**src/rtl/cos_pkg.sv**
```systemverilog
package cos_pkg;
    localparam int DATA_W = 32;
    localparam int ADDR_W = 5;

    localparam logic [ADDR_W-1:0] OFS_INPUT = 5'h00;
    localparam logic [ADDR_W-1:0] OFS_RISE  = 5'h04;
    localparam logic [ADDR_W-1:0] OFS_FALL  = 5'h08;
    localparam logic [ADDR_W-1:0] OFS_STAT  = 5'h0C;
    localparam logic [ADDR_W-1:0] OFS_CTRL  = 5'h10;

    localparam int CTRL_EN_BIT = 2;

    typedef enum logic [1:0] {
        LOGIC_OFF  = 2'b00,
        LOGIC_OR   = 2'b01,
        LOGIC_AND  = 2'b10,
        LOGIC_AND2 = 2'b11
    } logic_mode_e;
endpackage

```
**src/rtl/cos_sync.sv**
```systemverilog
module cos_sync #(
    parameter int W      = 32,
    parameter int STAGES = 2
) (
    input  logic         clk,
    input  logic         rst_n,
    input  logic [W-1:0] async_i,
    output logic [W-1:0] sync_o
);
    logic [W-1:0] stg_d [STAGES];
    logic [W-1:0] stg_q [STAGES];

    always_comb begin
        stg_d[0] = async_i;
        for (int i = 1; i < STAGES; i++) begin
            stg_d[i] = stg_q[i-1];
        end
    end

    always_ff @(posedge clk) begin
        for (int i = 0; i < STAGES; i++) begin
            if (!rst_n) stg_q[i] <= '0;
            else        stg_q[i] <= stg_d[i];
        end
    end

    assign sync_o = stg_q[STAGES-1];
endmodule

```
**src/rtl/cos_detect.sv**
```systemverilog
module cos_detect #(
    parameter int W = 32
) (
    input  logic         clk,
    input  logic         rst_n,
    input  logic [W-1:0] smp,
    input  logic [W-1:0] rise_sel,
    input  logic [W-1:0] fall_sel,
    input  logic         or_mode,
    input  logic         and_mode,
    output logic         event_o
);
    typedef struct packed {
        logic [W-1:0] prev;
        logic         cond;
    } det_t;

    det_t         st_d, st_q;
    logic [W-1:0] edges;
    logic         any_sel;
    logic         lvl;

    always_comb begin
        edges   = (smp & ~st_q.prev & rise_sel) | (~smp & st_q.prev & fall_sel);
        any_sel = |(rise_sel | fall_sel);
        lvl     = any_sel
                  && ((smp & rise_sel) == rise_sel)
                  && ((~smp & fall_sel) == fall_sel);
        st_d.prev = smp;
        st_d.cond = lvl;
        if (and_mode)     event_o = lvl && !st_q.cond;
        else if (or_mode) event_o = |edges;
        else              event_o = 1'b0;
    end

    always_ff @(posedge clk) begin
        if (!rst_n) st_q <= '0;
        else        st_q <= st_d;
    end

    // a level event cannot repeat on the next cycle
    a_r6_and_single: assert property (@(posedge clk) disable iff (!rst_n)
        (event_o && and_mode) |=> !(event_o && and_mode));

    // with no channel selected nothing fires
    a_r10_no_sel_no_event: assert property (@(posedge clk) disable iff (!rst_n)
        (rise_sel == '0 && fall_sel == '0) |-> !event_o);

    // an OR event needs some input to have moved
    a_r5_or_needs_change: assert property (@(posedge clk) disable iff (!rst_n)
        (event_o && !and_mode) |-> (smp != st_q.prev));
endmodule

```
**src/rtl/cos_irq_unit.sv**
```systemverilog
module cos_irq_unit
    import cos_pkg::*;
#(
    parameter int LO_CH       = 4,
    parameter int HI_CH       = 19,
    parameter int SYNC_STAGES = 2
) (
    input  logic              clk,
    input  logic              rst_n,
    input  logic [DATA_W-1:0] din,
    input  logic [ADDR_W-1:0] reg_addr,
    input  logic              reg_wr,
    input  logic [DATA_W-1:0] reg_wdata,
    output logic [DATA_W-1:0] reg_rdata,
    output logic              irq
);
    localparam logic [DATA_W-1:0] INT_MASK =
        ({DATA_W{1'b1}} >> (DATA_W - 1 - HI_CH)) & ({DATA_W{1'b1}} << LO_CH);

    typedef struct packed {
        logic [DATA_W-1:0] rise_sel;
        logic [DATA_W-1:0] fall_sel;
        logic [DATA_W-1:0] stat;
        logic_mode_e       mode;
        logic              en;
        logic              pend;
    } unit_t;

    unit_t             st_d, st_q;
    logic [DATA_W-1:0] smp;
    logic              ev;
    logic              wr_rise, wr_fall, wr_ctrl;

    cos_sync #(.W(DATA_W), .STAGES(SYNC_STAGES)) u_sync (
        .clk     (clk),
        .rst_n   (rst_n),
        .async_i (din),
        .sync_o  (smp)
    );

    cos_detect #(.W(DATA_W)) u_detect (
        .clk      (clk),
        .rst_n    (rst_n),
        .smp      (smp),
        .rise_sel (st_q.rise_sel),
        .fall_sel (st_q.fall_sel),
        .or_mode  (st_q.mode == LOGIC_OR),
        .and_mode (st_q.mode[1]),
        .event_o  (ev)
    );

    always_comb begin
        st_d    = st_q;
        wr_rise = reg_wr && (reg_addr == OFS_RISE);
        wr_fall = reg_wr && (reg_addr == OFS_FALL);
        wr_ctrl = reg_wr && (reg_addr == OFS_CTRL);

        if (wr_rise) st_d.rise_sel = reg_wdata & INT_MASK;
        if (wr_fall) st_d.fall_sel = reg_wdata & INT_MASK;
        if (wr_ctrl) begin
            st_d.mode = logic_mode_e'(reg_wdata[1:0]);
            st_d.en   = reg_wdata[CTRL_EN_BIT];
            if (!reg_wdata[CTRL_EN_BIT]) st_d.pend = 1'b0;
        end
        if (ev && st_d.en) begin
            st_d.pend = 1'b1;
            st_d.stat = smp & INT_MASK;
        end
    end

    always_ff @(posedge clk) begin
        if (!rst_n) st_q <= '0;
        else        st_q <= st_d;
    end

    always_comb begin
        case (reg_addr)
            OFS_INPUT: reg_rdata = smp;
            OFS_RISE:  reg_rdata = st_q.rise_sel;
            OFS_FALL:  reg_rdata = st_q.fall_sel;
            OFS_STAT:  reg_rdata = st_q.stat;
            OFS_CTRL:  reg_rdata = {{(DATA_W-3){1'b0}}, st_q.pend, st_q.mode};
            default:   reg_rdata = '0;
        endcase
    end

    assign irq = st_q.pend;

    // a pending request implies the unit is enabled
    a_r8_irq_needs_enable: assert property (@(posedge clk) disable iff (!rst_n)
        irq |-> st_q.en);

    // captured status never holds bits outside the capable range
    a_r7_stat_in_range: assert property (@(posedge clk) disable iff (!rst_n)
        (st_q.stat & ~INT_MASK) == '0);

    // a disabling control write drops the request
    a_r9_clear_drops_irq: assert property (@(posedge clk) disable iff (!rst_n)
        (reg_wr && reg_addr == OFS_CTRL && !reg_wdata[CTRL_EN_BIT]) |=> !irq);

    // a new request is always caused by a detected event
    a_r4_rise_from_event: assert property (@(posedge clk) disable iff (!rst_n)
        $rose(irq) |-> $past(ev));
endmodule

```
**config.mk**
```make
export PLATFORM = sky130hd
export DESIGN_NAME = cos_irq_unit
export DESIGN_NICKNAME = d
export VERILOG_FILES = /design/src/rtl/cos_pkg.sv /design/src/rtl/cos_sync.sv /design/src/rtl/cos_detect.sv /design/src/rtl/cos_irq_unit.sv
export SDC_FILE = /design/constraint.sdc
export NUM_CORES = 1
export LEC_CHECK = 0
export ABC_AREA = 1
export CAP_MARGIN = 20
export CORE_AREA = 3 3 142 213
export DETAILED_ROUTE_END_ITERATION = 12
export DIE_AREA = 0 0 145 216
export DONT_BUFFER_PORTS = 1
export PLACE_DENSITY_LB_ADDON = 0.25
export SETUP_SLACK_MARGIN = 0.5
export SLEW_MARGIN = 20
export SYNTH_ARGS = -nofsm -noshare
export SYNTH_HDL_FRONTEND = slang
export SYNTH_HIERARCHICAL = 1
export SYNTH_SLANG_ARGS = --single-unit
```
**constraint.sdc**
```tcl
create_clock -name clk -period 2.4 [get_ports clk]
set_input_delay 0.48 -clock clk [delete_from_list [all_inputs] [get_ports clk]]
set_output_delay 0.48 -clock clk [all_outputs]
set_load 0.005 [all_outputs]
```
==> results of run 1 <==
[timing repair]
action | in CTS | in global routing
buffers inserted | 2 | 14
endpoints found under the setup margin | 49 | 49
pin swaps | 5 | 58
cloned | 2 | 4
gates resized for setup | 35 | 100
[where the power goes]
part | leakage [nW] | switching, mW | total [mW] | internal (mW)
logic | 3.23 | 0.200 | 0.328 | 0.128
registers | 1.23 | 0.0600 | 2.60 | 2.54
clock network | 0.284 | 1.10 | 2.73 | 1.63
[area by class of cell]
class	instances	area share
multi-input combinational	844	0.4079
sequential	149	0.3332
inverter	229	0.09521
tap	390	0.05358
clock buffer	20	0.04795
timing repair buffer	36	0.04520
clock inverter	12	0.01704
[flip-flops by register name (all words and copies together) (netlist names)]
register and cells:
st_q 51, u_sync/stg_q 64, u_detect/st_q 33, irq 1
[cells by family after synthesis]
| group | after synthesis | share of synthesized area |
|---|---|---|
| compound gates | 51 | 0.03727 |
| buf+inv | 260 | 0.1484 |
| flops | 149 | 0.4191 |
| other cells | 1 | 0.0005268 |
| simple gates | 697 | 0.3948 |
[routing by layer]
layer  vias to the layer above  routed length, um
met5                         -                  0
met4                         0                891
met3                        47                760
met2                       146              11080
met1                      2785               8517
li1                       3535                  -
[worst register-to-register path, delay by kind of cell, from the launching register on]
| kind | cells | cell delay (ns) |
|---|---|---|
| flip-flops | 1 | 0.37 |
| AND/OR/NAND/NOR | 12 | 1.32 |
| buffers and inverters | 1 | 0.04 |
[final timing paths]
kind                                                     start  slack (ns)                              to  depth (start not counted)
worst min-delay path                                   din[31]        0.14  u_sync/stg_q[0][31]$_SDFF_PN0_                          2
worst max-delay path                               reg_addr[0]        0.47                   reg_rdata[16]                          7
worst max register to register   u_sync/stg_q[1][5]$_SDFF_PN0_        0.60           st_q[20]$_SDFFE_PN0P_                         13
worst min register to register  u_sync/stg_q[0][16]$_SDFF_PN0_        0.40  u_sync/stg_q[1][16]$_SDFF_PN0_                          2
[metrics by stage]
step	hold WS [ns]	power, mW	instance area, um2
after floorplan	0.3864	2.898	7471
after global placement	0.3915	2.936	7921
after detailed placement	0.3973	2.942	7921
after CTS	0.1050	5.717	8650
after global routing	0.1216	5.908	9107
final	0.1363	5.659	9107
[cells in the final DEF (no fill, tap or decap), types with 2 or more instances in the layout]
cell and n:
inv_2 15, nor3_1 17, dfxtp_4 10, o21ai_0 39
nand3_1 14, nand3_2 9, a21oi_1 4, conb_1 94
dfxtp_2 11, nand2_1 421, dfxtp_1 128, o21ai_1 3
bufinv_16 3, buf_4 22, nor2_1 145, nor2_4 7
clkbuf_1 3, clkbuf_16 20, buf_12 5, nor2_2 26
inv_1 212, nand3_4 2, clkinv_4 3, nand4_1 20
clkinvlp_4 4, nand2_4 3, nand2_2 30, clkinv_2 3
buf_6 5
==> impl_metrics.yaml, run 1 <==
global_routing:
  use_met3: 0.02962
  use_met2: 0.2404
  grt_max_degree: 149
  grt_pass1_wl_um: 31620
  grt_use_met1: 0.1412
  busiest_layer: "met2"
  gr-usage-all-layers: 0.1313
  overflow: 0
  antenna_found_initial: 0
  first_global_vias: 5777
routing:
  route.antenna.remaining_nets: 0
  drt-total-wl_um: 21250
  wire_per_inst_um: 12.65
  drcViolationCount: 0
  dr.pass1.iters: 6
  drt_iter0_markers: 421
  num_vias: 6513
  vias_per_cell: 3.877
place:
  place_ws_ns: 0.3000
  place.gp.congestion: 0.7993
  hpwl_um: 15110
  port_buffers: 0
  placed_cells: 1626
cells_and_area:
  fin_util: 0.3182
  final_nets: 1349
  regArea_mm2: 0.003034
  drive_above_1_share: 0.1457
  diodes: 0
  nFillCells: 3126
  multiInputGateArea_mm2: 0.003715
  synthToLayoutAreaGrowth_pct: 27.95
  layoutNonFillerInstCount: 1680
synthesis:
  synthCells: 1158
  synth-async-reset-ratio: 0
  synth.distinct_cells: 26
  synth.top_cell.area_share: 0.4191
  yosys-top-cells-count: "nand2_1 (452), inv_1 (225), nor2_1 (172)"
  synth_seq_area_share: 0.4191
  synth_area_per_cell_um2: 6.147
  synth_edf_count: 0
  netlist_area_mm2: 0.007118
  synth_most_common_cell: "nand2_1"
  yosysTopAreaCell: "dfxtp_1"
  synthTopCellsByArea: "dfxtp_1 (42%), nand2_1 (24%), inv_1 (12%)"
  yosys_warnings: 6
  synth-main-ff-cell: "dfxtp_1"
  synth-seq-cells: 149
critical_path:
  worstPathMaxFanout: 5
  worstSetupEndpointType: "primary output"
  critical_path.cell_chain: "nor2_4, inv_2, nor3_4, buf_6, clkbuf_16, nand2_1, nand4_1"
  startpoint_type: "primary input"
  worst_ep_required_time_ns: 1.92
  slowest_stage: "nor3_4"
  cp_top_family: "simple AND/OR/NAND/NOR gates"
  slowest_delay_ns: 0.28
  path_class: "primary input to primary output"
  cp.buffers_inverters: 3
  arrival_ns: 1.45
worst_hold_path:
  hold_class: "primary input to register"
clocking:
  htreeDepth: 4
  cts_root_buf: "clkbuf_16"
  numCtsBuffers: 17
  hold_buffers: 0
  clkLatencyLatePin_ns: 0.44
  cts_buffer_depth: 2
  clk_pin_slew_ns: 0.06
  cts.sinks: 149
  cts_tree: "done"
die:
  rows: 76
  die_w_um: 145
  num_io_pins: 105
  design.die.area_mm2: 0.03132
  die_h_um: 216
  coreArea_mm2: 0.02862
  start_util: 0.2487
sta:
  fmax_ghz: 0.5181
  timing_hold_violations_final: 0
  finalMaxSlewViolations: 0
  setup-violations-final: 0
  fin_crit_sh: 0.8042
  rsz0062_at_grt: "true"
  setup_tns_ns: 0
  final.min_clock_period_ns: 1.930
  skew_ns: 0.007380
  fin_ws_ns: 0.4700
pwr:
  p_per_area_mw_per_mm2: 621.4
  p_leak_nw: 4.740
  peakVddDrop_mv: 0.4871
run:
  maxCapViolCount: 0
outcome:
  status: "finished clean"
(Power assumes the default switching activity.)
==> inputs of run 2 (changes only) <==
==> constraint.sdc (replaced) <==
create_clock -name clk -period 1.9 [get_ports clk]
set_input_delay 0.38 -clock clk [delete_from_list [all_inputs] [get_ports clk]]
set_output_delay 0.38 -clock clk [all_outputs]
set_load 0.005 [all_outputs]
==> run 2 against run 1 <==
Effect of this change: wire length up 4.2%; combinational power up 39%; hold slack worse by 0.10 ns; via count up 1.7%; utilization up 1.6 points; final cell count up 2.0%; setup slack worse by 0.42 ns; critical path type is now register to register; critical path depth up 7.
==> impl_metrics.yaml, run 2 (synthesis results as in run 1) <==
outcome:
  status: "finished clean"
global_routing:
  grt_max_degree: 149
  busiest_layer: "met2"
  first_global_vias: 6229
  grt_use_met1: 0.1526
  grt_pass1_wl_um: 34270
  overflow: 0
  use_met2: 0.2666
  antenna_found_initial: 0
  gr-usage-all-layers: 0.1429
  use_met3: 0.03298
place:
  place.gp.congestion: 0.8326
  hpwl_um: 15450
  port_buffers: 0
die:
  num_io_pins: 105
  start_util: 0.2487
  die_w_um: 145
  coreArea_mm2: 0.02862
  die_h_um: 216
  design.die.area_mm2: 0.03132
  rows: 76
pwr:
  finalPower_mw: 6.951
  p_leak_nw: 5.028
  p_per_area_mw_per_mm2: 727.8
  peakVddDrop_mv: 0.6199
critical_path:
  slowest_stage: "dfxtp_1"
  r2r_slack_ns: 0.05
  worstPathMaxFanout: 5
  slowest_delay_ns: 0.37
  critical_path.cell_chain: "nand2_1, o21ai_2, nor2_1, nand2_1, nor2_1, nand2_1, nor2_2, nand3_2, nand2_4, nand3_4, clkbuf_16, nand2_2, inv_1, nor2_1"
  crit_path_end: "st_q[14]$_SDFFE_PN0P_"
  cp_top_family: "simple AND/OR/NAND/NOR gates"
  arrival_ns: 2.23
  path_class: "register to register"
  worstSetupEndpointType: "register"
  startpoint_type: "register"
  reg2reg_depth: 14
  worst_ep_required_time_ns: 2.28
  cp.buffers_inverters: 2
  startpoint: "st_q[85]$_SDFFE_PN0P_"
  rr_startpoint: "st_q[85]$_SDFFE_PN0P_"
  timing.rr.end: "st_q[14]$_SDFFE_PN0P_"
  cp_num_cells: 14
clocking:
  hold_buffers: 0
  htreeDepth: 4
  numCtsBuffers: 17
  cts_tree: "done"
  cts.sinks: 149
  cts_buffer_depth: 2
  clk_pin_slew_ns: 0.07
  clkLatencyLatePin_ns: 0.44
  cts_root_buf: "clkbuf_16"
sta:
  fmax_ghz: 0.5413
  fin_hold_ws_ns: 0.03633
  setup-violations-final: 0
  rsz0062_at_grt: "true"
  timing_hold_violations_final: 0
  setup_tns_ns: 0
  skew_ns: 0.01433
  fin_crit_sh: 0.9723
  final.min_clock_period_ns: 1.847
  finalMaxSlewViolations: 0
routing:
  drt_iter0_markers: 309
  wire_per_inst_um: 12.92
  dr.pass1.iters: 5
  vias_per_cell: 3.866
  num_vias: 6626
  route.antenna.remaining_nets: 0
  drcViolationCount: 0
  drt-total-wl_um: 22140
cells_and_area:
  final_cell_mix: "nand2_1 (409), inv_1 (211), nor2_1 (147), dfxtp_1 (133), conb_1 (94)"
  drive_above_1_share: 0.1730
  diodes: 0
  largest_reg_flops: 64
  final_nets: 1383
  synthToLayoutAreaGrowth_pct: 34.19
  reg_top3: "u_sync/stg_q: 64 flops, st_q: 51 flops, u_detect/st_q: 33 flops"
  regMostFlops: "u_sync/stg_q"
  final_common_cell: "nand2_1"
  nFillCells: 3108
worst_hold_path:
  hold_class: "primary input to register"
run:
  maxCapViolCount: 0
## run 2: cell types whose count changed in the layout (fill, tap and decap cells not counted), moves of 10 or more
cell	change
nor2_2	-12
nand2_1	-12
nor2_4	+10
buf_6	+11
buf_4	+17
nand2_4	+11
## run 2: how the worst min path moves through the flow
stage                                   start                              to  slack (ns)  cells past startpoint
2_1_floorplan  u_sync/stg_q[0][30]$_SDFF_PN0_  u_sync/stg_q[1][30]$_SDFF_PN0_        0.39                      2
3_3_place_gp   u_sync/stg_q[0][31]$_SDFF_PN0_  u_sync/stg_q[1][31]$_SDFF_PN0_        0.39                      2
3_5_place_dp   u_sync/stg_q[0][29]$_SDFF_PN0_  u_sync/stg_q[1][29]$_SDFF_PN0_        0.40                      2
4_1_cts                               din[12]  u_sync/stg_q[0][12]$_SDFF_PN0_       0.008                      2
5_1_grt                               din[18]  u_sync/stg_q[0][18]$_SDFF_PN0_        0.02                      2
6_report                              din[18]  u_sync/stg_q[0][18]$_SDFF_PN0_        0.04                      2
## run 2: layout make-up
cell class              instances  area [um2]  area share
repair inverters                1       11.26    0.001179
clock buffers                  20       466.7     0.04886
multi-input cells             842        3800      0.3978
well taps                     390       488.0     0.05109
repair buffers                 71       798.3     0.08357
clock inverters                12       95.09    0.009955
flip-flops and latches        149        3020      0.3162
inverters                     229       872.1     0.09130
## run 2: timing repair
action,CTS,global route
cloned,4,1
setup buffers,11,5
pin swaps,24,39
endpoints found under the setup margin,49,55
gates resized for setup,73,76
## run 2: per-layer routing
layer / share of wire / vias up / wire (um)
met5: 0 / - / 0
met4: 0.031 / 0 / 680
met3: 0.042 / 32 / 936
met2: 0.52 / 118 / 11590
met1: 0.40 / 2882 / 8934
li1: - / 3594 / -
## run 2: power breakdown
part,internal [mW],switching [mW]
clock network,1.79,1.42
logic,0.184,0.271
registers,3.21,0.0746
total,5.19,1.76
## run 2: metrics by stage
stage	worst slack (ns)	instance area (um2)	util	cells
2_1_floorplan	0.3161	7590	-	1251
3_3_place_gp	-0.03549	8282	0.2893	1661
3_5_place_dp	-0.06968	8282	0.2893	1661
4_1_cts	0.09136	9234	0.3226	1708
5_1_grt	-0.08203	9552	0.3337	1714
6_report	0.05263	9552	0.3337	1714
